<file path="src/rtl/lane_wmask_pkg.sv">
package lane_wmask_pkg;
  localparam int unsigned LANES     = 4;
  localparam int unsigned LANE_BITS = 8;
  localparam int unsigned DATA_W    = LANES * LANE_BITS;

  typedef logic [LANES-1:0] mask_t;

  typedef struct packed {
    logic  gwr_n;
    logic  bwr_n;
    mask_t lane_n;
    logic  ce1_n;
    logic  ce2;
    logic  ce3_n;
  } ctrl_t;

  function automatic logic chip_selected(input logic e1_n, input logic e2, input logic e3_n);
    return (!e1_n) && e2 && (!e3_n);
  endfunction

  function automatic mask_t lane_mask(input logic sel, input logic g_n,
                                      input logic b_n, input mask_t l_n);
    mask_t m;
    m = '0;
    if (sel) begin
      if (!g_n)      m = '1;
      else if (!b_n) m = ~l_n;
    end
    return m;
  endfunction
endpackage

</file>
<file path="src/rtl/lane_wmask_sample.sv">
module lane_wmask_sample
  import lane_wmask_pkg::*;
(
  input  logic  clk,
  input  logic  rst_n,
  input  ctrl_t ctrl_d,
  output ctrl_t ctrl_q
);
  localparam ctrl_t IDLE = '{gwr_n: 1'b1, bwr_n: 1'b1, lane_n: '1,
                             ce1_n: 1'b1, ce2: 1'b0, ce3_n: 1'b1};

  always_ff @(posedge clk or negedge rst_n) begin
    if (!rst_n) ctrl_q <= IDLE;
    else        ctrl_q <= ctrl_d;
  end
endmodule

</file>
<file path="src/rtl/lane_wmask_decode.sv">
module lane_wmask_decode
  import lane_wmask_pkg::*;
(
  input  ctrl_t ctrl,
  output logic  sel,
  output mask_t mask
);
  always_comb begin
    sel  = chip_selected(ctrl.ce1_n, ctrl.ce2, ctrl.ce3_n);
    mask = lane_mask(sel, ctrl.gwr_n, ctrl.bwr_n, ctrl.lane_n);
  end
endmodule

</file>
<file path="src/rtl/lane_wmask_outreg.sv">
module lane_wmask_outreg
  import lane_wmask_pkg::*;
(
  input  logic  clk,
  input  logic  rst_n,
  input  mask_t mask_d,
  output logic  valid_q,
  output mask_t mask_q
);
  always_ff @(posedge clk or negedge rst_n) begin
    if (!rst_n) begin
      valid_q <= 1'b0;
      mask_q  <= '0;
    end else begin
      valid_q <= |mask_d;
      mask_q  <= mask_d;
    end
  end
endmodule

</file>
<file path="src/rtl/lane_wmask_gen.sv">
module lane_wmask_gen
  import lane_wmask_pkg::*;
(
  input  logic       clk,
  input  logic       rst_n,
  input  logic       gwr_n,
  input  logic       bwr_n,
  input  logic [3:0] lane_n,
  input  logic       ce1_n,
  input  logic       ce2,
  input  logic       ce3_n,
  output logic       wr_valid,
  output logic [3:0] wr_mask
);
  ctrl_t ctrl_in;
  ctrl_t ctrl_s;
  logic  sel_s;
  mask_t mask_s;

  assign ctrl_in = '{gwr_n: gwr_n, bwr_n: bwr_n, lane_n: lane_n,
                     ce1_n: ce1_n, ce2: ce2, ce3_n: ce3_n};

  lane_wmask_sample u_sample (
    .clk(clk), .rst_n(rst_n), .ctrl_d(ctrl_in), .ctrl_q(ctrl_s)
  );

  lane_wmask_decode u_decode (
    .ctrl(ctrl_s), .sel(sel_s), .mask(mask_s)
  );

  lane_wmask_outreg u_out (
    .clk(clk), .rst_n(rst_n), .mask_d(mask_s),
    .valid_q(wr_valid), .mask_q(wr_mask)
  );
endmodule

</file>
<file path="config.mk">
export PLATFORM = sky130hd
export DESIGN_NAME = lane_wmask_gen
export DESIGN_NICKNAME = d
export VERILOG_FILES = /design/src/rtl/lane_wmask_pkg.sv /design/src/rtl/lane_wmask_sample.sv /design/src/rtl/lane_wmask_decode.sv /design/src/rtl/lane_wmask_outreg.sv /design/src/rtl/lane_wmask_gen.sv
export SDC_FILE = /design/constraint.sdc
export NUM_CORES = 1
export LEC_CHECK = 0
export BUFFER_PORTS_ARGS = -buffer_cell sky130_fd_sc_hd__buf_4
export CAP_MARGIN = 20
export CORE_MARGIN = 4
export CORE_UTILIZATION = 25
export DETAILED_ROUTE_END_ITERATION = 8
export PLACE_DENSITY = 0.5
export SYNTH_ARGS = -nofsm -noshare
export SYNTH_HDL_FRONTEND = slang
export SYNTH_HIERARCHICAL = 1
export SYNTH_SLANG_ARGS = --single-unit
export TNS_END_PERCENT = 10
</file>
<file path="constraint.sdc">
create_clock -name clk -period 3.5 [get_ports clk]
set_input_delay 0 -clock clk [delete_from_list [all_inputs] [get_ports clk]]
set_output_delay 0 -clock clk [all_outputs]
set_load 0.005 [all_outputs]
</file>
Yosys cells after proc, flatten, opt, wreduce, memory -nomap -nowiden
Cells that the tools add are included.
{ "classes": {"reduce_logical": 5, "muxes": 3, "n_bitwise": 1} }
{ "op_table": {"columns": ["operator", "count"], "rows": [
  ["$mux 4", 3],
  ["$not 4->4", 1],
  ["$reduce_or 4->1", 1],
  ["$logic_and 1x1->1", 2],
  ["$logic_not 1->1", 2]
]} }
{ "totals": {"out_inout_bits": 5, "inputBits": 11, "elab_cells": 17, "regBits": 14} }

Depth between registers and ports, before layout
Gate-level depths: netlist of the first run.
{ "depth": {"ltp_word": 5, "ltp_mapped": 3, "depth_no_buf": 3} }

By module
The synthesis of the first run kept the hierarchy.
{ "by_module_without_submodules": {"columns": ["mod", "area_each_um2", "seq_area_each_um2", "cells_per_inst", "n_inst"], "rows": [
  ["lane_wmask_sample", 235.2, 235.2, 9, 1],
  ["lane_wmask_outreg", 132.6, 125.1, 6, 1],
  ["lane_wmask_decode", 63.8, 0.0, 9, 1]
]} }

Worst setup path after synthesis of the first run
No wires, ideal clock.
{ "synth_timing": {"kind": "register -> register", "from": "register u_sample/ctrl_q[7] in the netlist's numbering", "to": "register u_out.valid_q", "setup_time_ps": 139, "path_stages_with_launch": 4, "period_less_slack_ps": 1366, "path_slack_ps": 2134, "n_path_buf": 0, "arrival_time_ps": 1227, "t_required_ps": 3361, "cell_sequence": "dfstp_2 o21ai_0 and2_1 or4_1"} }
{ "synth_via": {"elab_chain_len": 4} }
{ "synth_rtl": {"columns": ["item", "line_no", "rtl"], "rows": [
  ["from (decl)", "lane_wmask_sample.sv:7", "output ctrl_t ctrl_q"],
  ["from (signal assigned)", "lane_wmask_sample.sv:14", "else ctrl_q <= ctrl_d;"],
  ["$mux 4", "lane_wmask_pkg.sv:27", "else if (!b_n) m = ~l_n;"],
  ["$mux 4", "lane_wmask_pkg.sv:26", "if (!g_n) m = '1;"],
  ["$mux 4", "lane_wmask_pkg.sv:25", "if (sel) begin"],
  ["via mask_s[1]", "lane_wmask_gen.sv:18", "mask_t mask_s;"],
  ["$reduce_or 4->1", "lane_wmask_outreg.sv:15", "valid_q <= |mask_d;"],
  ["to (signal assigned)", "lane_wmask_outreg.sv:15", null],
  ["to (decl)", "lane_wmask_outreg.sv:7", "output logic valid_q,"]
]} }
The timed path passes the listed nets, and every way through them passes these cells.

Final worst setup path of the first run
Ends and elaborated chain as after synthesis.

==> impl_metrics.csv, run 1 <==
group,metric,value,unit
pwr,cellLeakagePower,0.3278,nW
logic_synthesis,synth-compound-area-share,0.04638,
logic_synthesis,synth-seq-area-share,0.8348,
logic_synthesis,ys_types,6,
final_layout,post-route-util,0.4444,
logic_synthesis,ys_warn_count,6,
cts,cts_resized,0,
logic_synthesis,synth_area,431.7,um^2
placement,dpl_cell_area,564.3,um^2
final_layout,multi_input_area,71.32,um^2
die,die_y,49.56,um
cts,cts-root-buf,"clkbuf_4",
worst_hold_path,hold_class,"in -> async",
cts,clk_pin_slew_worst_paths,80,ps
cts,cts_htree_levels,1,
grt,grt_overflow,0,
timing,finalHoldViolations,0,
logic_synthesis,synth.net_count,35,
die,core,1577,um^2
outcome,status,"finished, final reports clean",
worst_setup_path,worstPathArrival,1570,ps
grt,grt_pass1_vias,325,
grt,grtUsageTotal,0.07134,
timing,holdWs,96.18,ps
grt,grt_start_max_net_pins,15,
cts,cts_sinks,14,
timing,slew_violations,0,
final_layout,nNetsFinal,65,
logic_synthesis,synthXorXnorAreaFrac,0,
flow_run,drv_cap,0,
logic_synthesis,synth-simple-area-share,0.1188,
timing,setup_viol,0,
timing,relSlewSlack,0.8795,
drt,drt-total-wl,709,um
logic_synthesis,synth_largest_area_cell,"dfstp_2",
timing,worst_pin_slew,180.5,ps
cts,clock_latency,270,ps
timing,clock_skew,1.361,ps
drt,drt_iter0_markers,2,
final_layout,syn_to_final_growth,62.32,%
final_layout,seqCellArea,360.3,um^2
drt,routed-via-count,289,
worst_setup_path,cpPeakStageDelay,540,ps
die,die_w,49.56,um
drt,via_per_inst,4.188,
worst_setup_path,required,3650,ps
pwr,ir_drop,224.9,uV
die,io_pins,16,
drt,ant_nets,0,
drt,drc,0,
worst_setup_path,crit_fanout,4,
final_layout,postLayoutCellArea,700.7,um^2
worst_setup_path,endpoint_kind,"flop",
drt,detail_route.wl_per_cell,10.28,um
timing,setup_tns,0,ps
logic_synthesis,avgSynthCellArea,17.99,um^2
logic_synthesis,synth_seq_cells,14,
grt,grt_antenna_before_repair,0,
logic_synthesis,muxShareOfSynthArea,0,
logic_synthesis,ys_top_cells_by_area,"dfstp_2, dfrtp_1, and2_1",
worst_setup_path,crit_chain,"o21ai_0 > and2_1 > or4_1",
timing,finalCriticalPeriod,1420,ps
placement,routabilityCongestion,0.6664,
die,dieArea,2456,um^2
drt,first_pass_iters,4,
logic_synthesis,synth_fa_ha_area_frac,0,
cts,clk_path_buf_depth,2,
logic_synthesis,synthCells,24,
die,core.rowCount,14,
grt,grt_pass1_wl,1.242,mm
pwr,total_power,316.8,uW
worst_setup_path,cp-start-kind,"flop",
die,initial_core_util,0.2738,
final_layout,drive_gt1_frac,0.5283,
worst_setup_path,worstSetupPathType,"reg -> reg",
logic_synthesis,synth_top_cell_area_share,0.4870,
timing,finalCritPeriodShare,0.4057,
logic_synthesis,synth_top_family_by_area,"simple AND/OR/NAND/NOR gates",
final_layout,n_antenna_cell,0,
cts,numCtsBuffers,3,
worst_setup_path,crit_slowest_cell,"dfstp_2",
pwr,p_per_area,452.2,nW/um^2
final_layout,fill_cells,145,
timing,max_freq,704.2,MHz
cts,cts_tree,"built",
timing,rsz0062_at_grt,"false",
placement,io_buffers,15,
==> power breakdown <==
part | leakage (nW) | total, mW | internal (mW) | switching, mW
combinational | 0.144 | 0.0289 | 0.0201 | 0.00883
sequential | 0.163 | 0.176 | 0.173 | 0.00312
clock | 0.0210 | 0.111 | 0.0633 | 0.0482
==> state kept, by name (all words and copies together), names as in the netlist <==
name             cells
u_out/valid_q        1
u_sample/ctrl_q      9
u_out/mask_q         4
==> per-layer routing <==
layer,GRT usage,up-vias,share of wire
li1,-,138,-
met1,0.06476,132,0.36
met2,0.1123,16,0.49
met3,0.03614,3,0.11
met4,0.06912,0,0.041
met5,0,-,0
==> placed cells by master (no fill, tap or decap) <==
cell type / synthesis / routed
buf_4: 0 / 15
dlygate4sd3_1: 0 / 10
dfstp_2: 8 / 8
dfrtp_1: 6 / 6
o21ai_0: 4 / 4
and2_1: 4 / 4
clkbuf_4: 0 / 3
clkbuf_8: 0 / 1
nor3b_4: 1 / 1
or4_1: 1 / 1
==> cell usage after synthesis (all sizes together) <==
master  number
and2         4
or4          1
o21ai        4
dfstp        8
dfrtp        6
nor3b        1
==> kinds of logic (layout without fill, tap and decap cells) <==
kind of cell / Yosys count / in the layout
flip-flops: 14 / 14
AND/OR/NAND/NOR: 6 / 6
AO/OA/AOI/OAI: 4 / 4
buffers and inverters: 0 / 29
==> path summary, 6_finish.rpt <==
check,start,endpoint,slack (ps),cells past startpoint
worst min register to register,u_sample/ctrl_q[8],u_out/mask_q[2],600,2
max in group asynchronous,rst_n,u_sample/ctrl_q[6],3170,2
worst max-delay path,u_sample/ctrl_q[7],u_out/valid_q,2080,3
min in group clk,lane_n[3],u_sample/ctrl_q[6],360,2
worst min-delay path,rst_n,u_out/mask_q[2],100,2
worst max register to register,u_sample/ctrl_q[7],u_out/valid_q,2080,3
==> critical path, delay by kind of cell (launching register included) <==
family | cells | cell delay, ps
flip-flops | 1 | 540
AND/OR/NAND/NOR | 2 | 670
AO/OA/AOI/OAI | 1 | 80
==> repair_timing <==
action,in CTS,in global routing
buffers inserted,0,0
hold buffers,10,0
endpoints found under the hold margin,23,0
==> per-stage QoR <==
stage / worst slack (ps) / std cells
finish: 2080 / 69
global route: 2012 / 69
CTS: 2075 / 69
detailed placement: 2089 / 55
global placement: 2114 / 55
floorplan: 2134 / 24
==> layout make-up <==
cell class	instances	area share
repair buffers	25	0.3036
well taps	16	0.02857
clock buffers	4	0.05179
flip-flops and latches	14	0.5143
multi-input cells	10	0.1018
Note: power is estimated with default switching activity, not from simulation.
==> inputs of run 2 (changes only) <==
--- a/config.mk
+++ b/config.mk
@@ -5,12 +5,13 @@
 export SDC_FILE = /design/constraint.sdc
 export NUM_CORES = 1
 export LEC_CHECK = 0
+export ABC_AREA = 1
 export BUFFER_PORTS_ARGS = -buffer_cell sky130_fd_sc_hd__buf_4
 export CAP_MARGIN = 20
 export CORE_MARGIN = 4
 export CORE_UTILIZATION = 25
 export DETAILED_ROUTE_END_ITERATION = 8
-export PLACE_DENSITY = 0.5
+export PLACE_DENSITY = 0.52
 export SYNTH_ARGS = -nofsm -noshare
 export SYNTH_HDL_FRONTEND = slang
 export SYNTH_HIERARCHICAL = 1
==> constraint.sdc (replaced) <==
create_clock -name clk -period 1.2 [get_ports clk]
set_input_delay 0 -clock clk [delete_from_list [all_inputs] [get_ports clk]]
set_output_delay 0 -clock clk [all_outputs]
set_load 0.005 [all_outputs]
==> impl_metrics.csv, run 2 <==
group,metric,value,unit
final_layout,post-route-util,0.4484,
worst_setup_path,required,1370,ps
cts,clock_latency,270,ps
placement,place_inst,64,
final_layout,largest_registers,"u_sample/ctrl_q: 9 flops, u_out/mask_q: 4 flops, u_out/valid_q: 1 flops",
worst_setup_path,ff2ff_path_depth,5,
drt,drt-total-wl,747,um
logic_synthesis,synth.net_count,44,
drt,routed-via-count,296,
final_layout,largest_register_ffs,9,
timing,setup_tns,0,ps
timing,worst_pin_slew,166.3,ps
timing,setup_viol,0,
worst_setup_path,cpPeakStageDelay,570,ps
logic_synthesis,synth_area,437.9,um^2
pwr,power_frac_seq,0.550,
cts,cts_tree,"built",
logic_synthesis,synthCells,33,
pwr,ir_drop,589.1,uV
worst_setup_path,cp_num_buf_inv,0,
worst_setup_path,r2r_slack,200,ps
worst_setup_path,reg2reg_to,"u_out/valid_q",
pwr,combPwrFrac,0.097,
timing,finalHoldViolations,0,
timing,clock_skew,0.5831,ps
flow_run,drv_cap,0,
die,die_w,49.86,um
final_layout,regMostFlops,"u_sample/ctrl_q",
cts,cts_sinks,14,
cts,cts_setup_buffers,0,
final_layout,nNetsFinal,74,
logic_synthesis,ys_warn_count,6,
drt,ant_nets,0,
worst_setup_path,endpoint_kind,"flop",
die,die_y,49.86,um
grt,grt_antenna_before_repair,0,
timing,finalCriticalPeriod,1002,ps
worst_hold_path,hold_class,"in -> async",
timing,rsz0062_at_grt,"false",
worst_setup_path,crit_slowest_cell,"dfstp_2",
grt,grt_busiest_layer,"met2",
final_layout,final_common_cell,"buf_4",
final_layout,fin_cells,78,
grt,grt_overflow,0,
grt,grt_pass1_wl,1.207,mm
pwr,cellLeakagePower,0.3440,nW
drt,via_per_inst,3.795,
cts,clk_pin_slew_worst_paths,80,ps
placement,routabilityCongestion,0.6504,
worst_setup_path,crit_fanout,4,
die,initial_core_util,0.2778,
grt,met1_usage,0.07197,
final_layout,drive_gt1_frac,0.4677,
die,core,1577,um^2
drt,drc,0,
final_layout,final_cell_mix,"buf_4, nor2_1, dlygate4sd3_1, dfstp_2, dfrtp_1",
pwr,netSwitchingFraction,0.1986,
cts,cts-root-buf,"clkbuf_4",
grt,use_met3,0.03012,
pwr,pwr-share-clk,0.353,
placement,pre_cts_ws,196.3,ps
cts,clk_path_buf_depth,2,
placement,io_buffers,15,
timing,max_freq,998.1,MHz
grt,grt_start_max_net_pins,15,
die,io_pins,16,
outcome,status,"finished, final reports clean",
worst_setup_path,worstPathArrival,1170,ps
final_layout,n_antenna_cell,0,
pwr,p_sw,185.4,uW
worst_setup_path,worstSetupPathType,"reg -> reg",
worst_setup_path,crit_family,"flip-flops",
timing,final.setup.worst_slack,198.1,ps
pwr,p_per_area,1320,nW/um^2
drt,detail_route.wl_per_cell,9.577,um
die,dieArea,2486,um^2
grt,grt_pass1_vias,288,
grt,grtUsageTotal,0.06739,
drt,first_pass_iters,2,
worst_setup_path,cp-start-kind,"flop",
cts,cts_htree_levels,1,
timing,slew_violations,0,
final_layout,syn_to_final_growth,61.43,%
worst_setup_path,crit_chain,"nor2_1 > nor2_1 > nor2_1 > nor2_1 > nand2_1",
drt,drt_iter0_markers,1,
worst_setup_path,crit_top_cell,"nor2_1",
pwr,p_int,747.9,uW
worst_setup_path,rr_startpoint,"u_sample/ctrl_q[7]",
timing,relSlewSlack,0.8891,
logic_synthesis,avgSynthCellArea,13.27,um^2
timing,finalCritPeriodShare,0.8349,
cts,numCtsBuffers,3,
grt,use_met2,0.1079,
die,core.rowCount,14,
-- run 2: area by class of cell --
type / instances / area [um^2]
Clock buffer: 4 / 36.28
Fill cell: 160 / 869.6
Inverter: 3 / 11.26
Multi-Input combinational cell: 16 / 66.31
Sequential cell: 14 / 360.3
Tap cell: 16 / 20.02
Timing Repair Buffer: 25 / 212.7
-- run 2: metrics by stage --
stage / instance area, um^2 / power (mW) / hold WS, ps
CTS: 706.9 / 0.9458 / 99.59
global placement: 570.5 / 0.5869 / -144.0
global route: 706.9 / 0.9748 / 109.9
finish: 706.9 / 0.9332 / 98.03
floorplan: 437.9 / 0.5388 / -295.6
detailed placement: 570.5 / 0.5876 / -147.7
-- run 2: what timing repair did --
item,in CTS,in global routing
endpoints found under the hold margin,23,0
resized for setup,0,0
hold buffers,10,0
-- run 2: how the worst max path moves through the flow --
| stage | start | endpoint | depth (start not counted) |
|---|---|---|---|
| after floorplan | u_sample/ctrl_q[0] | u_out/valid_q | 5 |
| after global placement | u_sample/ctrl_q[0] | u_out/valid_q | 5 |
| after detailed placement | u_sample/ctrl_q[0] | u_out/valid_q | 5 |
| after CTS | u_sample/ctrl_q[0] | u_out/valid_q | 5 |
| after global routing | u_sample/ctrl_q[7] | u_out/valid_q | 5 |
| final | u_sample/ctrl_q[7] | u_out/valid_q | 5 |
-- run 2: metal layers --
metal	part of all wire	up-vias
li1	-	155
met1	0.40	128
met2	0.50	13
met3	0.098	0
met4	0	0
met5	0	-
-- run 2: power groups by stage --
stage	sequential [mW]	combinational (mW)	clock, mW
detailed placement	0.522	0.0660	0
global placement	0.521	0.0657	0
CTS	0.513	0.0913	0.341
global route	0.516	0.102	0.357
finish	0.513	0.0907	0.329
floorplan	0.522	0.0172	0
==> inputs of run 3 (changes only) <==
--- a/config.mk
+++ b/config.mk
@@ -11,7 +11,7 @@
 export CORE_MARGIN = 4
 export CORE_UTILIZATION = 25
 export DETAILED_ROUTE_END_ITERATION = 8
-export PLACE_DENSITY = 0.52
+export PLACE_DENSITY = 0.5
 export SYNTH_ARGS = -nofsm -noshare
 export SYNTH_HDL_FRONTEND = slang
 export SYNTH_HIERARCHICAL = 1
==> constraint.sdc (replaced) <==
create_clock -name clk -period 1 [get_ports clk]
set_input_delay 0 -clock clk [delete_from_list [all_inputs] [get_ports clk]]
set_output_delay 0 -clock clk [all_outputs]
set_load 0.005 [all_outputs]
==> impl_metrics.csv, run 3 (same netlist as run 2, synthesis figures left out) <==
group,metric,value,unit
worst_setup_path,crit_fanout,4,
final_layout,regMostFlops,"u_sample/ctrl_q",
worst_setup_path,worstSetupPathType,"reg -> reg",
timing,final.setup.worst_slack,-8.243,ps
timing,relSlewSlack,0.8883,
grt,grt_pass1_vias,332,
grt,grtUsageTotal,0.06989,
timing,slew_violations,0,
drt,drt-total-wl,733,um
cts,cts_sinks,14,
flow_run,drv_cap,0,
grt,grt_overflow,0,
final_layout,syn_to_final_growth,60.57,%
cts,cts-root-buf,"clkbuf_4",
die,core.rowCount,14,
worst_hold_path,hold_class,"in -> async",
final_layout,nNetsFinal,74,
final_layout,largest_register_ffs,9,
worst_setup_path,r2r_slack,-8,ps
cts,clock_latency,260,ps
final_layout,largest_registers,"u_sample/ctrl_q: 9 flops, u_out/mask_q: 4 flops, u_out/valid_q: 1 flops",
worst_setup_path,worstPathArrival,1170,ps
timing,rsz0062_at_grt,"true",
final_layout,final_common_cell,"buf_4",
drt,detail_route.wl_per_cell,9.519,um
cts,clk_pin_slew_worst_paths,70,ps
final_layout,final_cell_mix,"buf_4, nor2_1, dlygate4sd3_1, dfstp_2, dfrtp_1",
outcome,violations,"setup timing",
pwr,cellLeakagePower,0.3398,nW
drt,ant_nets,0,
outcome,status,"finished with violations",
cts,cts_setup_buffers,0,
timing,worst_pin_slew,167.6,ps
worst_setup_path,required,1160,ps
timing,max_freq,991.8,MHz
worst_setup_path,crit_family,"flip-flops",
timing,finalCritPeriodShare,1.008,
timing,setup_viol,1,
die,die_w,49.86,um
worst_setup_path,crit_top_cell,"nor2_1",
die,die_y,49.86,um
grt,grt_start_max_net_pins,15,
worst_setup_path,endpoint_kind,"flop",
grt,grt_pass1_wl,1.290,mm
final_layout,drive_gt1_frac,0.4918,
cts,clk_path_buf_depth,2,
worst_setup_path,crit_chain,"nor2_1 > nor2_1 > nor2_2 > nor2_1 > nand2_1",
timing,finalCriticalPeriod,1008,ps
final_layout,n_antenna_cell,0,
pwr,p_per_area,1449,nW/um^2
pwr,ir_drop,598.9,uV
cts,cts_htree_levels,1,
worst_setup_path,crit_slowest_cell,"dfstp_2",
drt,first_pass_iters,4,
worst_setup_path,cp-start-kind,"flop",
cts,cts_tree,"built",
placement,routabilityCongestion,0.6648,
timing,finalHoldViolations,0,
die,io_pins,16,
drt,routed-via-count,300,
placement,io_buffers,15,
die,dieArea,2486,um^2
die,initial_core_util,0.2778,
timing,clock_skew,2.074,ps
drt,via_per_inst,3.896,
die,core,1577,um^2
worst_setup_path,cpPeakStageDelay,550,ps
cts,numCtsBuffers,3,
timing,holdWs,115.0,ps
drt,drt_iter0_markers,2,
worst_setup_path,cp_num_buf_inv,0,
grt,grt_antenna_before_repair,0,
drt,drc,0,
final_layout,post-route-util,0.4460,
[run 3: per-layer routing]
layer	GRT usage	routed length (um)
met3	0.01807	56
met4	0.04147	0
met2	0.1278	405
met5	0	0
met1	0.06994	272
[run 3: area by class of cell]
type / count / area, um^2
Clock buffer: 3 / 22.52
Fill cell: 159 / 873.3
Inverter: 3 / 11.26
Multi-Input combinational cell: 16 / 76.32
Sequential cell: 14 / 360.3
Tap cell: 16 / 20.02
Timing Repair Buffer: 25 / 212.7
[run 3: worst paths after layout]
path	startpoint	depth (start not counted)	end
hold reg to reg	u_sample/ctrl_q[1]	2	u_out/mask_q[2]
setup / recovery	u_sample/ctrl_q[7]	5	u_out/valid_q
max in group asynchronous	rst_n	2	u_sample/ctrl_q[0]
setup reg to reg	u_sample/ctrl_q[7]	5	u_out/valid_q
min in group clk	lane_n[3]	2	u_sample/ctrl_q[6]
hold / removal	rst_n	2	u_out/mask_q[3]
[run 3: stage by stage]
step | power (mW) | worst slack [ps] | instances | setup TNS [ps] | area [um^2]
2_1_floorplan | 0.6465 | 51.36 | 33 | 0 | 437.9
3_3_place_gp | 0.7042 | -5.888 | 64 | -5.888 | 570.5
3_5_place_dp | 0.7069 | -21.38 | 64 | -21.38 | 570.5
4_1_cts | 1.041 | -19.14 | 77 | -19.14 | 693.2
5_1_grt | 1.086 | -102.9 | 77 | -102.9 | 703.2
6_report | 1.019 | -8.243 | 77 | -8.243 | 703.2
[run 3: power by group]
part	switching [mW]	internal, mW
logic	0.0411	0.0711
registers	0.00996	0.606
clock network	0.151	0.139
[run 3: worst reg2reg max path: stages (launching register included)]
cell and delay (ps):
dfstp_2 550, nor2_1 40, nor2_1 110, nor2_2 50
nor2_1 90, nand2_1 60
[run 3: repair_timing]
item / in CTS / in global routing
hold buffers: 10 / 0
resized for setup: 0 / 3
hold endpoints to repair: 23 / 0
setup endpoints to repair: 1 / 1
pin swaps: 1 / 1
